<file path="config.mk">
export PLATFORM = sky130hd
export DESIGN_NAME = pin_evt_detector
export DESIGN_NICKNAME = d
export VERILOG_FILES = /design/src/rtl/pin_evt_pkg.sv /design/src/rtl/pin_evt_cond.sv /design/src/rtl/pin_evt_decode.sv /design/src/rtl/pin_evt_state.sv /design/src/rtl/pin_evt_detector.sv
export SDC_FILE = /design/constraint.sdc
export NUM_CORES = 1
export LEC_CHECK = 0
export ABC_AREA = 1
export BUFFER_PORTS_ARGS = -buffer_cell sky130_fd_sc_hd__buf_2
export CAP_MARGIN = 25
export CORE_MARGIN = 2
export CORE_UTILIZATION = 52
export DETAILED_ROUTE_END_ITERATION = 12
export PLACE_DENSITY_LB_ADDON = 0.15
export SETUP_SLACK_MARGIN = 0.2
export SYNTH_ARGS = -nofsm -noshare
export SYNTH_HDL_FRONTEND = slang
export SYNTH_SLANG_ARGS = --single-unit
</file>
<file path="constraint.sdc">
create_clock -name clk -period 2.5 [get_ports clk]
set_clock_uncertainty 0.05 [all_clocks]
set_input_delay 0.375 -clock clk [delete_from_list [all_inputs] [get_ports clk]]
set_output_delay 0.375 -clock clk [all_outputs]
set_load 0.03 [all_outputs]
</file>
<file path="src/rtl/pin_evt_pkg.sv">
package pin_evt_pkg;

    localparam int CODE_W   = 4;
    localparam int FLAG_BIT = 24;

    typedef enum logic [CODE_W-1:0] {
        COND_OFF      = 4'h0,
        COND_DMA_RISE = 4'h1,
        COND_DMA_FALL = 4'h2,
        COND_DMA_BOTH = 4'h3,
        COND_IRQ_LOW  = 4'h8,
        COND_IRQ_RISE = 4'h9,
        COND_IRQ_FALL = 4'hA,
        COND_IRQ_BOTH = 4'hB,
        COND_IRQ_HIGH = 4'hC
    } cond_e;

    function automatic logic is_dma(input logic [CODE_W-1:0] code);
        return (code == COND_DMA_RISE) || (code == COND_DMA_FALL) || (code == COND_DMA_BOTH);
    endfunction

    function automatic logic is_irq(input logic [CODE_W-1:0] code);
        return (code >= COND_IRQ_LOW) && (code <= COND_IRQ_HIGH);
    endfunction

    // Does the condition selected by code hold for this sample pair?
    function automatic logic cond_hit(input logic [CODE_W-1:0] code,
                                      input logic cur, input logic prev);
        logic rise, fall;
        rise = cur & ~prev;
        fall = ~cur & prev;
        case (code)
            COND_DMA_RISE, COND_IRQ_RISE: return rise;
            COND_DMA_FALL, COND_IRQ_FALL: return fall;
            COND_DMA_BOTH, COND_IRQ_BOTH: return rise | fall;
            COND_IRQ_LOW:                 return ~cur;
            COND_IRQ_HIGH:                return cur;
            default:                      return 1'b0;
        endcase
    endfunction

endpackage

</file>
<file path="src/rtl/pin_evt_cond.sv">
module pin_evt_cond
    import pin_evt_pkg::*;
#(
    parameter int NUM_PINS = 32
) (
    input  logic [NUM_PINS-1:0]        pin_cur,
    input  logic [NUM_PINS-1:0]        pin_prev,
    input  logic [NUM_PINS*CODE_W-1:0] cfg,
    output logic [NUM_PINS-1:0]        set_vec,
    output logic [NUM_PINS-1:0]        irq_mask,
    output logic [NUM_PINS-1:0]        dma_mask
);

    for (genvar i = 0; i < NUM_PINS; i++) begin : g_pin
        assign set_vec[i]  = cond_hit(cfg[i*CODE_W +: CODE_W], pin_cur[i], pin_prev[i]);
        assign irq_mask[i] = is_irq(cfg[i*CODE_W +: CODE_W]);
        assign dma_mask[i] = is_dma(cfg[i*CODE_W +: CODE_W]);
    end

endmodule

</file>
<file path="src/rtl/pin_evt_decode.sv">
module pin_evt_decode
    import pin_evt_pkg::*;
#(
    parameter int NUM_PINS = 32,
    parameter int ADDR_W   = 6,
    parameter int DATA_W   = 32
) (
    input  logic              wr_en,
    input  logic [ADDR_W-1:0] addr,
    input  logic [DATA_W-1:0] wdata,
    output logic [NUM_PINS-1:0] cfg_we,
    output logic [CODE_W-1:0]   cfg_wval,
    output logic [NUM_PINS-1:0] clr_vec
);

    localparam logic [ADDR_W-1:0] STAT_ADDR = ADDR_W'(NUM_PINS);

    logic stat_hit;
    logic unused_wdata;

    assign stat_hit     = wr_en && (addr == STAT_ADDR);
    assign cfg_wval     = wdata[CODE_W-1:0];
    assign unused_wdata = ^wdata;

    for (genvar i = 0; i < NUM_PINS; i++) begin : g_dec
        logic pin_hit;
        assign pin_hit    = wr_en && (addr == ADDR_W'(i));
        assign cfg_we[i]  = pin_hit;
        assign clr_vec[i] = (pin_hit && wdata[FLAG_BIT]) || (stat_hit && wdata[i]);
    end

endmodule

</file>
<file path="src/rtl/pin_evt_state.sv">
module pin_evt_state
    import pin_evt_pkg::*;
#(
    parameter int NUM_PINS = 32
) (
    input  logic                        clk,
    input  logic                        rst_n,
    input  logic [NUM_PINS-1:0]         pin_in,
    input  logic [NUM_PINS-1:0]         set_vec,
    input  logic [NUM_PINS-1:0]         clr_vec,
    input  logic [NUM_PINS-1:0]         dma_mask,
    input  logic                        dma_done,
    input  logic [NUM_PINS-1:0]         cfg_we,
    input  logic [CODE_W-1:0]           cfg_wval,
    output logic [NUM_PINS*CODE_W-1:0]  cfg_q,
    output logic [NUM_PINS-1:0]         flags_q,
    output logic [NUM_PINS-1:0]         prev_q
);

    typedef struct packed {
        logic [NUM_PINS*CODE_W-1:0] cfg;
        logic [NUM_PINS-1:0]        flags;
        logic [NUM_PINS-1:0]        prev;
    } state_t;

    state_t st_d, st_q;

    always_comb begin
        logic [NUM_PINS-1:0] wipe;
        st_d      = st_q;
        st_d.prev = pin_in;
        wipe      = clr_vec | (dma_done ? dma_mask : '0);
        // a detection in the same cycle overrides any clear
        st_d.flags = (st_q.flags & ~wipe) | set_vec;
        for (int i = 0; i < NUM_PINS; i++) begin
            if (cfg_we[i]) begin
                st_d.cfg[i*CODE_W +: CODE_W] = cfg_wval;
            end
        end
    end

    always_ff @(posedge clk or negedge rst_n) begin
        if (!rst_n) begin
            st_q <= '0;
        end else begin
            st_q <= st_d;
        end
    end

    assign cfg_q   = st_q.cfg;
    assign flags_q = st_q.flags;
    assign prev_q  = st_q.prev;

endmodule

</file>
<file path="src/rtl/pin_evt_detector.sv">
module pin_evt_detector
    import pin_evt_pkg::*;
#(
    parameter int NUM_PINS = 32,
    parameter int DATA_W   = 32,
    parameter int ADDR_W   = $clog2(NUM_PINS + 1)
) (
    input  logic                clk,
    input  logic                rst_n,
    input  logic [NUM_PINS-1:0] pin_in,
    input  logic                dma_done,
    input  logic                wr_en,
    input  logic [ADDR_W-1:0]   addr,
    input  logic [DATA_W-1:0]   wdata,
    output logic [DATA_W-1:0]   rdata,
    output logic                irq,
    output logic                dma_req
);

    localparam logic [ADDR_W-1:0] STAT_ADDR = ADDR_W'(NUM_PINS);

    logic [NUM_PINS*CODE_W-1:0] cfg_q;
    logic [NUM_PINS-1:0]        flags_q, prev_q;
    logic [NUM_PINS-1:0]        set_vec, clr_vec, cfg_we;
    logic [NUM_PINS-1:0]        irq_mask, dma_mask;
    logic [CODE_W-1:0]          cfg_wval;

    pin_evt_cond #(.NUM_PINS(NUM_PINS)) u_cond (
        .pin_cur  (pin_in),
        .pin_prev (prev_q),
        .cfg      (cfg_q),
        .set_vec  (set_vec),
        .irq_mask (irq_mask),
        .dma_mask (dma_mask)
    );

    pin_evt_decode #(.NUM_PINS(NUM_PINS), .ADDR_W(ADDR_W), .DATA_W(DATA_W)) u_dec (
        .wr_en    (wr_en),
        .addr     (addr),
        .wdata    (wdata),
        .cfg_we   (cfg_we),
        .cfg_wval (cfg_wval),
        .clr_vec  (clr_vec)
    );

    pin_evt_state #(.NUM_PINS(NUM_PINS)) u_state (
        .clk      (clk),
        .rst_n    (rst_n),
        .pin_in   (pin_in),
        .set_vec  (set_vec),
        .clr_vec  (clr_vec),
        .dma_mask (dma_mask),
        .dma_done (dma_done),
        .cfg_we   (cfg_we),
        .cfg_wval (cfg_wval),
        .cfg_q    (cfg_q),
        .flags_q  (flags_q),
        .prev_q   (prev_q)
    );

    assign irq     = |(flags_q & irq_mask);
    assign dma_req = |(flags_q & dma_mask);

    always_comb begin
        rdata = '0;
        if (addr == STAT_ADDR) begin
            rdata[NUM_PINS-1:0] = flags_q;
        end else begin
            for (int i = 0; i < NUM_PINS; i++) begin
                if (addr == ADDR_W'(i)) begin
                    rdata[CODE_W-1:0] = cfg_q[i*CODE_W +: CODE_W];
                    rdata[FLAG_BIT]   = flags_q[i];
                end
            end
        end
    end

endmodule

</file>
==> reports/results.ini <==
[placement]
dpl.hpwl_mm = 28.4
dpl.cell_count = 2268
io_buffers = 107
place_congestion = 0.953

[floorplanning]
dieArea_sq_mm = 0.0248
io_pins = 108
num_rows = 56
fp.dieW_um = 157
fp.coreArea_sq_mm = 0.0233
initial_core_util_pct = 52.6
die_h_um = 157

[pwr]
finalPower_mw = 10.4
leakagePower_nw = 7.65
ir_drop_uv = 459
power.density_mw_per_mm2 = 675

[final_layout]
nNetsFinal = 2126
drive_gt1_share_pct = 19.9
multiInputGateArea_sq_mm = 0.00658
area.sequential_sq_mm = 0.00481
instances_no_fill = 2322
nFillCells = 2045
final_util_pct = 66.4
area_delta_synth_final_pct = 26.2

[drt]
num_vias = 12947
viasPerCell = 5.58
postRouteAntennaNets = 0
wl_per_cell_um = 16.8
drtIter0Drc = 1221
drt-total-wl_mm = 39.0
dr.pass1.iters = 5
drc = 0

[synthesis]
yosys.area.top_type_share_pct = 39.2
synthFlopType = dfrtp_1
yosysUniqueCellTypes = 40
ys_ff_latch = 192
async_flop_share_pct = 100
synth_edf_count = 0
synth_area_leaders = dfrtp_1, nand2_1, o21ai_0
synthTopCellsByCount = nand2_1, inv_1, o21ai_0
synth_most_common_cell = nand2_1
syn_nets = 1848
seq_area_frac_synth_pct = 39.2
ys_warn_count = 0
syn-instance-count = 1710
yosysTopAreaCell = dfrtp_1
syn_avg_cell_area_sq_um = 7.16
synth.cell_area_sq_mm = 0.0122

[global_route]
grt_overflow = 0
gr-usage-all-layers_pct = 32.0
grt_pass1_wl_mm = 61.6
grt_pass1_vias = 12039
grt_max_degree = 69
antenna_found_initial = 2

[worst_setup_path]
cp_cell_sequence = nand3_1 -> nand3_1 -> nor2_1 -> nand4_1 -> nand2_1 -> nand4_1 -> nand2_1 -> nand4_1 -> nand2_1 -> nand4_1 -> nand2_1 -> nand3_2 -> nand2_2 -> nand4_1 -> nand2_1 -> nand3_2 -> nand2_1 -> nand4_1 -> buf_6
cp.required_ps = 2080
critPathArrivalTime_ps = 2740
cpMaxStageDelayCell = dfrtp_1
critPathKind = reg2out
end_kind = output port
crit_path_max_incr_delay_ps = 410
startpoint_type = flip-flop
crit_path_max_fanout = 2

[sta]
rsz0062_at_grt = true
maxSlewHeadroom_pct = 57.2
timing.final.ws_setup_ps = -662
slew_viol_final = 0
hold_viol = 0
whs_ps = 12.3
max_slew.worst_pin.slew_ps = 643
setup_viol = 7
period_share_pct = 126
fmax_ghz = 0.316
min_period_ps = 3160
fin_setup_tns_ps = -3080

[run_status]
outcome = finished with violations
violations = negative setup slack

[min_path]
hold_class = in2reg

[clock_network]
cts_tree = yes
cts_root_buffer = clkbuf_16
clock_sinks = 192
htreeDepth = 4
clk_path_buf_depth = 2
clock_latency_ps = 440
path_clk_slew_ps = 80
cts_buffers = 17

[flow_run]
maxCapViolations = 0

==> stage by stage <==
stage / area [sq um] / setup WS, ps
detailed placement: 14400 / -584
finish: 15500 / -662
global placement: 14400 / -505
floorplan: 12300 / -24.1
CTS: 15300 / -644
global route: 15500 / -846
==> layer usage <==
metal	wire length [um]	global-route usage (%)
met5	0	0
met4	1090	10.6
met3	3080	5.48
met2	18000	51.1
met1	16800	44.2
==> cell usage in the layout, fill, tap and decap left out, types with 7 or more instances in the layout <==
cell type,Yosys,routed
nand2_1,423,415
inv_1,240,235
o21ai_0,224,219
dfrtp_1,192,187
buf_4,0,175
nor2_1,173,155
nand3_1,129,118
buf_2,3,85
ha_1,64,64
o211ai_1,48,48
a21oi_1,44,44
nand4_1,44,44
nor2_2,7,19
o2111ai_1,17,17
clkbuf_16,0,17
o221ai_1,16,16
inv_2,8,12
buf_6,1,12
nor2_4,5,11
nand3_2,0,11
o22ai_1,10,9
nor3_1,9,9
nand2_2,1,8
clkbuf_4,0,7
buf_12,0,7
==> kinds of logic after synthesis <==
kind of cell	Yosys count	synth area share (%)
buffers and inverters	279	8.67
adder cells (fa/ha/maj)	64	6.54
AND/OR/NAND/NOR	798	27.6
flip-flops	192	39.2
XOR/XNOR	3	0.215
AO/OA/AOI/OAI	374	17.8
==> flip-flops by register name, summed over array words and instances, names as in the netlist <==
signal and count:
u_state.cfg_q 128, u_state.flags_q 32, u_state.prev_q 32
==> critical path: cells and delay by family (launching register included) <==
family        cells  cell delay [ps]
simple gates     18             1690
flops             1              410
buf+inv           1              190
==> timing repair <==
| action | 4_1_cts | 5_1_grt |
|---|---|---|
| hold endpoints to repair | 64 | 0 |
| resized for setup | 53 | 49 |
| pin swaps | 15 | 15 |
| hold buffers | 1 | 0 |
| endpoints found under the setup margin | 29 | 34 |
| setup buffers | 14 | 5 |
==> final timing paths <==
| kind | start | to | slack [ps] | cells past startpoint |
|---|---|---|---|---|
| setup / recovery | u_state.cfg_q[11] | rdata[3] | -660 | 19 |
| hold / removal | pin_in[7] | u_state.prev_q[7] | 10 | 1 |
| setup reg to reg | u_state.prev_q[24] | u_state.flags_q[24] | 1110 | 6 |
| hold reg to reg | u_state.cfg_q[103] | u_state.cfg_q[103] | 450 | 2 |
| max in group asynchronous | rst_n | u_state.cfg_q[17] | 1200 | 3 |
| min in group asynchronous | rst_n | u_state.cfg_q[32] | 450 | 2 |
==> power breakdown <==
part,switching (mW),internal [mW]
sequential,0.599,3.66
clock,1.30,1.71
combinational,1.88,1.28
total,3.78,6.66
==> area by class of cell <==
cell class	count	area share [%]
diodes	3	0.0486
clock buffers	19	2.87
clock inverters	12	1.17
inverters	250	6.10
multi-input cells	1239	42.6
flip-flops and latches	192	31.1
well taps	319	2.58
repair buffers	288	13.5
(Power assumes the default switching activity.)
